[src/rtl/pwb_pkg.sv]
package pwb_pkg;

    // Phase of the commit sequencer
    typedef enum logic [1:0] {
        ST_IDLE = 2'd0,
        ST_SCAN = 2'd1,
        ST_HOLD = 2'd2
    } pwb_state_e;

endpackage

[src/rtl/pwb_addr_ctr.sv]
module pwb_addr_ctr #(
    parameter int PAGE_W = 6,
    parameter int OFFS_W = 5
) (
    input  logic                     clk,
    input  logic                     rst_n,
    input  logic                     load,
    input  logic [PAGE_W+OFFS_W-1:0] load_addr,
    input  logic                     step,
    output logic [PAGE_W-1:0]        page,
    output logic [OFFS_W-1:0]        offs
);

    typedef struct packed {
        logic [PAGE_W-1:0] page;
        logic [OFFS_W-1:0] offs;
    } ctr_t;

    ctr_t ctr_d, ctr_q;

    always_comb begin
        ctr_d = ctr_q;
        if (load) begin
            ctr_d.page = load_addr[PAGE_W+OFFS_W-1:OFFS_W];
            ctr_d.offs = load_addr[OFFS_W-1:0];
        end else if (step) begin
            // natural wrap of the offset field keeps the page fixed
            ctr_d.offs = ctr_q.offs + 1'b1;
        end
    end

    always_ff @(posedge clk or negedge rst_n) begin
        if (!rst_n) ctr_q <= '0;
        else        ctr_q <= ctr_d;
    end

    assign page = ctr_q.page;
    assign offs = ctr_q.offs;

endmodule

[src/rtl/pwb_page_latch.sv]
module pwb_page_latch #(
    parameter int PAGE_BYTES = 32,
    parameter int DATA_W     = 8,
    parameter int OFFS_W     = 5
) (
    input  logic              clk,
    input  logic              rst_n,
    input  logic              wr_en,
    input  logic [OFFS_W-1:0] wr_offs,
    input  logic [DATA_W-1:0] wr_data,
    input  logic              clear,
    input  logic [OFFS_W-1:0] rd_offs,
    output logic [DATA_W-1:0] rd_data,
    output logic              rd_valid,
    output logic              any_valid
);

    typedef struct packed {
        logic [PAGE_BYTES-1:0]             vld;
        logic [PAGE_BYTES-1:0][DATA_W-1:0] dat;
    } lat_t;

    lat_t lat_d, lat_q;
    logic [PAGE_BYTES-1:0] hit;

    for (genvar g = 0; g < PAGE_BYTES; g++) begin : g_lane
        assign hit[g] = wr_en && (wr_offs == OFFS_W'(g));
    end

    always_comb begin
        lat_d = lat_q;
        for (int i = 0; i < PAGE_BYTES; i++) begin
            if (clear) begin
                lat_d.vld[i] = 1'b0;
            end else if (hit[i]) begin
                lat_d.vld[i] = 1'b1;
                lat_d.dat[i] = wr_data;
            end
        end
    end

    always_ff @(posedge clk or negedge rst_n) begin
        if (!rst_n) lat_q <= '0;
        else        lat_q <= lat_d;
    end

    assign rd_data   = lat_q.dat[rd_offs];
    assign rd_valid  = lat_q.vld[rd_offs];
    assign any_valid = |lat_q.vld;

endmodule

[src/rtl/pwb_commit_seq.sv]
module pwb_commit_seq
    import pwb_pkg::*;
#(
    parameter int PAGE_BYTES  = 32,
    parameter int OFFS_W      = 5,
    parameter int CYCLE_TICKS = 10
) (
    input  logic              clk,
    input  logic              rst_n,
    input  logic              start,
    input  logic              tick,
    output logic              busy,
    output logic              scan_en,
    output logic [OFFS_W-1:0] scan_idx,
    output logic              scan_last
);

    localparam int TCNT_W = $clog2(CYCLE_TICKS + 1);
    localparam logic [OFFS_W-1:0] LAST_IDX  = OFFS_W'(PAGE_BYTES - 1);
    localparam logic [TCNT_W-1:0] LAST_TICK = TCNT_W'(CYCLE_TICKS - 1);

    typedef struct packed {
        pwb_state_e        st;
        logic [OFFS_W-1:0] idx;
        logic [TCNT_W-1:0] tcnt;
    } seq_t;

    seq_t seq_d, seq_q;

    always_comb begin
        seq_d = seq_q;
        case (seq_q.st)
            ST_IDLE: begin
                if (start) begin
                    seq_d.st  = ST_SCAN;
                    seq_d.idx = '0;
                end
            end
            ST_SCAN: begin
                if (seq_q.idx == LAST_IDX) begin
                    seq_d.st   = ST_HOLD;
                    seq_d.tcnt = '0;
                end else begin
                    seq_d.idx = seq_q.idx + 1'b1;
                end
            end
            ST_HOLD: begin
                if (tick) begin
                    if (seq_q.tcnt == LAST_TICK) seq_d.st = ST_IDLE;
                    else                         seq_d.tcnt = seq_q.tcnt + 1'b1;
                end
            end
            default: seq_d.st = ST_IDLE;
        endcase
    end

    always_ff @(posedge clk or negedge rst_n) begin
        if (!rst_n) seq_q <= '{st: ST_IDLE, idx: '0, tcnt: '0};
        else        seq_q <= seq_d;
    end

    assign busy      = (seq_q.st != ST_IDLE);
    assign scan_en   = (seq_q.st == ST_SCAN);
    assign scan_idx  = seq_q.idx;
    assign scan_last = scan_en && (seq_q.idx == LAST_IDX);

endmodule

[src/rtl/page_write_buffer.sv]
module page_write_buffer #(
    parameter int PAGE_BYTES  = 32,
    parameter int PAGES       = 64,
    parameter int DATA_W      = 8,
    parameter int CYCLE_TICKS = 10,
    localparam int OFFS_W     = $clog2(PAGE_BYTES),
    localparam int PAGE_W     = $clog2(PAGES),
    localparam int ADDR_W     = PAGE_W + OFFS_W
) (
    input  logic              clk,
    input  logic              rst_n,
    input  logic              addr_load,
    input  logic [ADDR_W-1:0] addr_in,
    input  logic              byte_stb,
    input  logic [DATA_W-1:0] byte_data,
    input  logic              stop_stb,
    input  logic              wp,
    input  logic              tick,
    output logic              busy,
    output logic              mem_we,
    output logic [ADDR_W-1:0] mem_addr,
    output logic [DATA_W-1:0] mem_wdata
);

    logic              load_ok, byte_ok, stop_ok, start, clear;
    logic [PAGE_W-1:0] cur_page;
    logic [OFFS_W-1:0] cur_offs;
    logic              scan_en, scan_last;
    logic [OFFS_W-1:0] scan_idx;
    logic [DATA_W-1:0] rd_data;
    logic              rd_valid, any_valid;

    // Front-end acceptance: nothing is taken while busy; load beats byte beats stop
    always_comb begin
        load_ok = addr_load && !busy;
        byte_ok = byte_stb && !busy && !wp && !addr_load;
        stop_ok = stop_stb && !busy && !addr_load && !byte_stb;
        start   = stop_ok && !wp && any_valid;
        clear   = load_ok || (stop_ok && !start) || scan_last;
    end

    pwb_addr_ctr #(
        .PAGE_W (PAGE_W),
        .OFFS_W (OFFS_W)
    ) u_ctr (
        .clk       (clk),
        .rst_n     (rst_n),
        .load      (load_ok),
        .load_addr (addr_in),
        .step      (byte_ok),
        .page      (cur_page),
        .offs      (cur_offs)
    );

    pwb_page_latch #(
        .PAGE_BYTES (PAGE_BYTES),
        .DATA_W     (DATA_W),
        .OFFS_W     (OFFS_W)
    ) u_latch (
        .clk       (clk),
        .rst_n     (rst_n),
        .wr_en     (byte_ok),
        .wr_offs   (cur_offs),
        .wr_data   (byte_data),
        .clear     (clear),
        .rd_offs   (scan_idx),
        .rd_data   (rd_data),
        .rd_valid  (rd_valid),
        .any_valid (any_valid)
    );

    pwb_commit_seq #(
        .PAGE_BYTES  (PAGE_BYTES),
        .OFFS_W      (OFFS_W),
        .CYCLE_TICKS (CYCLE_TICKS)
    ) u_seq (
        .clk       (clk),
        .rst_n     (rst_n),
        .start     (start),
        .tick      (tick),
        .busy      (busy),
        .scan_en   (scan_en),
        .scan_idx  (scan_idx),
        .scan_last (scan_last)
    );

    assign mem_we    = scan_en && rd_valid;
    assign mem_addr  = {cur_page, scan_idx};
    assign mem_wdata = rd_data;

endmodule

[config.mk]
export PLATFORM = sky130hd
export DESIGN_NAME = page_write_buffer
export DESIGN_NICKNAME = d
export VERILOG_FILES = /design/src/rtl/pwb_pkg.sv /design/src/rtl/pwb_addr_ctr.sv /design/src/rtl/pwb_page_latch.sv /design/src/rtl/pwb_commit_seq.sv /design/src/rtl/page_write_buffer.sv
export SDC_FILE = /design/constraint.sdc
export NUM_CORES = 1
export LEC_CHECK = 0
export BUFFER_PORTS_ARGS = -buffer_cell sky130_fd_sc_hd__buf_2
export CORE_ASPECT_RATIO = 2
export CORE_MARGIN = 10
export CORE_UTILIZATION = 50
export CTS_BUF_LIST = sky130_fd_sc_hd__clkbuf_4 sky130_fd_sc_hd__clkbuf_8
export CTS_CLUSTER_DIAMETER = 50
export DETAILED_ROUTE_END_ITERATION = 6
export PLACE_DENSITY = 0.63
export SLEW_MARGIN = 20
export SYNTH_ARGS = -nofsm -noshare
export SYNTH_HDL_FRONTEND = slang
export SYNTH_SLANG_ARGS = --single-unit
[constraint.sdc]
create_clock -name clk -period 3.76 [get_ports clk]
set_input_delay 0.188 -clock clk [delete_from_list [all_inputs] [get_ports clk]]
set_output_delay 0.188 -clock clk [all_outputs]
set_load 0.1 [all_outputs]
After elaboration in Yosys (flattened, before gate mapping). Index checks and enable logic that the tools add are counted.

Output and inout port bits: 21. Register bits: 310. Logic and storage cells: 321. Input port bits: 26.

$add $sub $neg: 3. Reductions and logical operators: 125. Mux-type cells: 81. Equality and inequality tests: 41. $lt $le $gt $ge: 1. Bitwise operators: 1.

Operators by type and width (number): equality test 5 bit (second input constant) (17); nonzero test 2 bit (36); two-way mux 1 bit (65); AND reduction 2 bit (32); logical AND 1 bit (44); binary-select mux 8 bit (select 5 bit) (1); equality test 5 x 4 -> 1 bit (second input constant) (8); OR reduction 32 bit (1); equality test 5 x 3 -> 1 bit (second input constant) (4); two-way mux 5 bit (3); two-way mux 4 bit (3); adder 5 x 1 -> 5 bit (second input constant) (2); equality test 5 x 2 -> 1 bit (second input constant) (2); one-hot mux 5 bit (2 select lines) (1); two-way mux 8 bit (1); != test 2 bit (second input constant) (4); one-hot mux 4 bit (2 select lines) (1); AND reduction 4 bit (2); two-way mux 7 bit (1); < comparator 5 x 6 -> 1 bit (second input constant) (1); two-way mux 2 bit (3); one-hot mux 2 bit (3 select lines) (1); binary-select mux 1 bit (select 5 bit) (1); equality test 5 x 1 -> 1 bit (second input constant) (1); other kinds (11) (17).

Depth between registers and ports, before layout.
Depth after elaboration: 13. Gate-level depth with buffers: 10.

Modules after synthesis. Synthesis repeated with hierarchy kept, for this count alone.

Cell total of the unflattened synthesis: 929. Area total of the unflattened synthesis: 14423.8 um^2.

Modules (own cells, without submodules): pwb_page_latch (cells each 815, times used 1, seq. area each 7206.9 um^2, area each 13178.9 um^2); pwb_commit_seq (cells each 68, times used 1, seq. area each 275.3 um^2, area each 694.4 um^2); pwb_addr_ctr (cells each 37, times used 1, seq. area each 275.3 um^2, area each 486.7 um^2); page_write_buffer (cells each 9, times used 1, seq. area each 0.0 um^2, area each 63.8 um^2).

Least setup slack after synthesis. OpenSTA, ideal clock, no wires.

Path type: flip-flop to output port. Start point: reg u_seq.seq_q (netlist bit u_seq.scan_idx[1]). End point: out mem_wdata[0]. Stages on the path, launching flop included: 7. Setup slack: -0.402 ns. Arrival: 3.974 ns. Data required time: 3.572 ns. Cells stage by stage: dfrtp_1 -> buf_1 -> clkbuf_1 -> buf_2 -> mux4_2 -> mux2i_1 -> a221oi_1.

Longest elaborated chain between the ends: 2.

RTL lines: start, declared (RTL line pwb_commit_seq.sv:28) `seq_t seq_d, seq_q;`; start signal, assigned (RTL line pwb_commit_seq.sv:58) `if (!rst_n) seq_q <= '{st: ST_IDLE, idx: '0, tcnt: '0};`; start signal, assigned (RTL line pwb_commit_seq.sv:59) `else seq_q <= seq_d;`; binary-select mux 8 bit (select 5 bit) (RTL line pwb_page_latch.sv:47) `assign rd_data = lat_q.dat[rd_offs];`; two-way mux 8 bit (implied by the code) (RTL line pwb_page_latch.sv:47); end, declared (RTL line page_write_buffer.sv:22) `output logic [DATA_W-1:0] mem_wdata`.

Every way passes these cells. The select of a mux whose other input is x is not followed.

Final worst setup path.
Start point: reg u_seq.seq_q (netlist bit u_seq.scan_idx[0]). End point: out mem_wdata[5].

Same word-level chain as after synthesis.

==> reports/summary.txt <==
=========================================================================================
Ant. Diodes ................................................................            0
Endpoint required time on the critical path ................................      3.57 ns
Maximum number of pins on one net before global-route repair ...............          100
Proportion of register bits with asynchronous set or reset after synthesis .         100%
Worst R2R End .............................................................. u_seq.seq_q[3]
Hold Fails Final Rpt .......................................................            0
Synthesis-stage register bit count .........................................          310
Overflow left after global routing .........................................            0
Setup ws final .............................................................     0.406 ns
Initial cell density of the core ...........................................        50.9%
Nets .......................................................................         1031
Overall die height .........................................................       260 um
CTS Root Buffer Type ....................................................... sky130_fd_sc_hd__clkbuf_8
P per Cell Area ............................................................  772 mW/mm^2
Post-Synthesis Cell Area ................................................... 0.0144 sq mm
Max rail drop VDD ..........................................................     0.601 mV
Post-route antenna net violation count .....................................            0
Kind of path behind the tightest hold check ................................    in -> reg
Final setup violation count ................................................            0
Maximum level of the CTS H-tree ............................................            2
Via count normalized by instance count .....................................         5.86
Net count of the mapped netlist ............................................          975
Area of combinational cells with multiple inputs ........................... 0.00642 sq mm
Total leakage power ........................................................      7.92 nW
Endpoint arrival time on the critical path .................................      3.17 ns
Die area ................................................................... 0.0364 sq mm
Max_slew headroom ..........................................................        39.2%
Die extent in x ............................................................       140 um
IO Port Bufs ...............................................................           46
Share of layout cells above drive strength 1 ...............................        51.5%
Post-synthesis sequential area ratio .......................................        53.8%
Most frequent cells in the layout .......................................... 307 x sky130_fd_sc_hd__dfrtp_1, 263 x sky130_fd_sc_hd__mux2_2, 70 x sky130_fd_sc_hd__mux4_2, 60 x sky130_fd_sc_hd__clkbuf_8, 45 x sky130_fd_sc_hd__buf_2
Power, Total ...............................................................      12.5 mW
Number of violations of the max-capacitance limit ..........................            0
Area of the core region .................................................... 0.0283 sq mm
Worst r2r path cells .......................................................            8
RSZ-0062 raised after global routing .......................................        false
Clock buffers created by TritonCTS .........................................           46
Startpoint kind of the worst setup timing path .............................     register
Crit path capture type .....................................................   output pin
Clock Pin Slew Worst Setup and Hold Paths ..................................      0.07 ns
Count of filler cells inserted in the layout ...............................         2354
Final setup skew ...........................................................    0.0145 ns
Startpoint of the most critical register-to-register path .................. u_seq.scan_idx[0]
Clk Latency, worst-skew pair ...............................................      0.57 ns
Number of global-route vias before repair ..................................         8857
Wirelength per Cell ........................................................      24.0 um
Reg-to-reg setup timing slack ..............................................      0.98 ns
TritonCTS clock tree .......................................................         done
Summed area of non-filler cells in the final layout ........................ 0.0162 sq mm
Area grow syn2layout .......................................................        12.3%
Final cycle utilization of the critical path ...............................        89.2%
Mean instance size in the synthesized netlist ..............................   15.4 sq um
Worst Hold Depth ...........................................................            4
Top-level I/O count ........................................................           47
Leading register cell type out of synthesis ................................ sky130_fd_sc_hd__dfrtp_1
Violation count after the first detailed-routing iteration .................          397
Distinct cells, synth ......................................................           52
Maximum fanout along the worst path ........................................           30
Status ..................................................................... complete, no violations
Hold wc startpoint .........................................................     byte_stb
Final Max Slew Viols .......................................................            0
Number of remaining DRC errors .............................................            0
Routability congestion estimate from global placement ......................        0.775
Total routed wirelength ....................................................     33200 um
FF/Latch Area .............................................................. 0.00777 sq mm
Total iterations of the first detailed-routing run .........................            5
Final sum of negative setup slack ..........................................         0 ns
Gate Count Post-Synth ......................................................          939
Time the worst path needs with I/O delays and setup ........................      3.35 ns
Fmax achieved ..............................................................    0.298 GHz
Buffer levels on the longest clock path ....................................            3
Number of warning messages in the yosys log ................................            0
Wire length of the first global-routing pass ...............................     52700 um
Number of sinks handled by clock tree synthesis ............................          310
Total routing usage reported by global routing .............................        18.4%
Minimum hold slack .........................................................     0.119 ns
Number of flops mapped to enable cells by yosys ............................            0
Buffer count from post-CTS setup fixing ....................................            0
Critical Setup Path Class ..................................................   reg -> out
HPWL after DPL .............................................................     22200 um
Measured slew at the worst slew-check pin ..................................     0.908 ns
Worst setup slack before clock tree synthesis ..............................     0.950 ns
Initial antenna violation count ............................................            0
Hold Path Sink ............................................................. u_seq.scan_idx[3]
Post-DP Area ............................................................... 0.0151 sq mm
Number of gates resized after cts ..........................................            0
Most common cell after layout, fill and taps aside ......................... sky130_fd_sc_hd__dfrtp_1
Cell row count .............................................................           87
Vias .......................................................................         8105
=========================================================================================
per-layer routing:
| metal | vias to the layer above | GRT usage, % | part of all wire, % | wire length, um |
|---|---|---|---|---|
| met4 | 0 | 5.56 | 2.0 | 664 |
| met5 | - | 0 | 0 | 0 |
| li1 | 3605 | - | - | - |
| met2 | 107 | 34.6 | 57 | 18900 |
| met3 | 49 | 2.46 | 2.9 | 950 |
| met1 | 4344 | 21.0 | 38 | 12700 |
layout make-up:
type,instances,share of cell area (%)
Sequential cell,310,48.0
Multi-Input combinational cell,556,39.7
Clock buffer,77,5.89
Timing Repair Buffer,73,3.40
Tap cell,356,2.75
Inverter,8,0.186
Clock inverter,3,0.108
logic make-up (layout without fill, tap and decap cells):
group           after synthesis  after routing  share of synthesized area (%)
mux                         373            373                           34.3
compound gates               71             71                           3.83
fa+ha+maj                    10             10                          0.868
flops                       310            310                           53.8
buf+inv                      73            161                           2.15
simple gates                 96             96                           4.70
xor+xnor                      6              6                          0.365
report_power, final:
group / switching, mW / internal [mW] / leakage, nW
combinational: 2.67 / 1.99 / 3.20
clock: 1.26 / 1.59 / 0.518
sequential: 0.690 / 4.29 / 4.21
total: 4.62 / 7.87 / 7.92
synth_stat cells, types with 2 or more instances:
cell,number,area (sq um)
sky130_fd_sc_hd__a21bo_2,6,60.1
sky130_fd_sc_hd__a21o_1,24,180
sky130_fd_sc_hd__a21oi_1,2,10.0
sky130_fd_sc_hd__a221oi_1,9,78.8
sky130_fd_sc_hd__a22o_1,11,96.3
sky130_fd_sc_hd__and3_1,2,12.5
sky130_fd_sc_hd__buf_1,6,22.5
sky130_fd_sc_hd__buf_2,14,70.1
sky130_fd_sc_hd__buf_4,5,37.5
sky130_fd_sc_hd__clkbuf_1,40,150
sky130_fd_sc_hd__dfrtp_1,310,7760
sky130_fd_sc_hd__ha_1,10,125
sky130_fd_sc_hd__inv_1,8,30.0
sky130_fd_sc_hd__mux2_2,263,2960
sky130_fd_sc_hd__mux2i_1,39,390
sky130_fd_sc_hd__mux4_2,70,1580
sky130_fd_sc_hd__nand2_1,16,60.1
sky130_fd_sc_hd__nand2_4,3,33.8
sky130_fd_sc_hd__nand2b_1,5,31.3
sky130_fd_sc_hd__nand3_1,5,25.0
sky130_fd_sc_hd__nand3_2,4,40.0
sky130_fd_sc_hd__nand3b_1,2,15.0
sky130_fd_sc_hd__nand4_1,4,25.0
sky130_fd_sc_hd__nor2_1,6,22.5
sky130_fd_sc_hd__nor2_2,15,93.8
sky130_fd_sc_hd__nor2_4,7,78.8
sky130_fd_sc_hd__nor2_8,2,40.0
sky130_fd_sc_hd__nor2b_1,4,25.0
sky130_fd_sc_hd__nor3b_1,3,22.5
sky130_fd_sc_hd__nor4_1,8,50.1
sky130_fd_sc_hd__o21ai_0,10,50.1
sky130_fd_sc_hd__or2_2,2,12.5
sky130_fd_sc_hd__xnor2_1,4,35.0
sky130_fd_sc_hd__xor2_1,2,17.5
flip-flops by register name, indices dropped and copies added, names as in the netlist:
name,cells
u_ctr.offs,5
u_ctr.page,6
u_latch.lat_q,288
u_seq.scan_idx,5
u_seq.seq_q,6
through the flow:
stage | std cells | util, %
2_1_floorplan | 939 | -
3_3_place_gp | 1290 | 53.3
3_5_place_dp | 1290 | 53.3
4_1_cts | 1383 | 57.2
5_1_grt | 1383 | 57.2
6_report | 1383 | 57.2
worst max path at each step:
stage / start / end / slack, ns / depth (start not counted)
after global routing: u_seq.scan_idx[0] / mem_wdata[1] / 0.20 / 6
after floorplan: u_seq.scan_idx[1] / mem_wdata[0] / 0.51 / 6
after CTS: u_seq.scan_idx[0] / mem_wdata[1] / 0.32 / 6
after detailed placement: u_seq.scan_idx[0] / mem_wdata[7] / 0.95 / 6
after global placement: u_seq.scan_idx[0] / mem_wdata[3] / 0.97 / 6
final: u_seq.scan_idx[0] / mem_wdata[5] / 0.41 / 6
timing repair:
| item | in CTS | in global routing |
|---|---|---|
| endpoints found under the hold margin | 108 | 0 |
| endpoints found under the setup margin | 0 | 0 |
| hold buffers | 13 | 0 |
critical path, cell delays in order, from the launching register on:
cell and delay, ns:
sky130_fd_sc_hd__dfrtp_4 0.81, sky130_fd_sc_hd__buf_4 0.42, sky130_fd_sc_hd__mux4_2 0.55, sky130_fd_sc_hd__mux2i_1 0.17
sky130_fd_sc_hd__a22o_1 0.24, sky130_fd_sc_hd__a221oi_2 0.06, sky130_fd_sc_hd__buf_2 0.33
No activity file was read; power rests on OpenSTA's default activity.
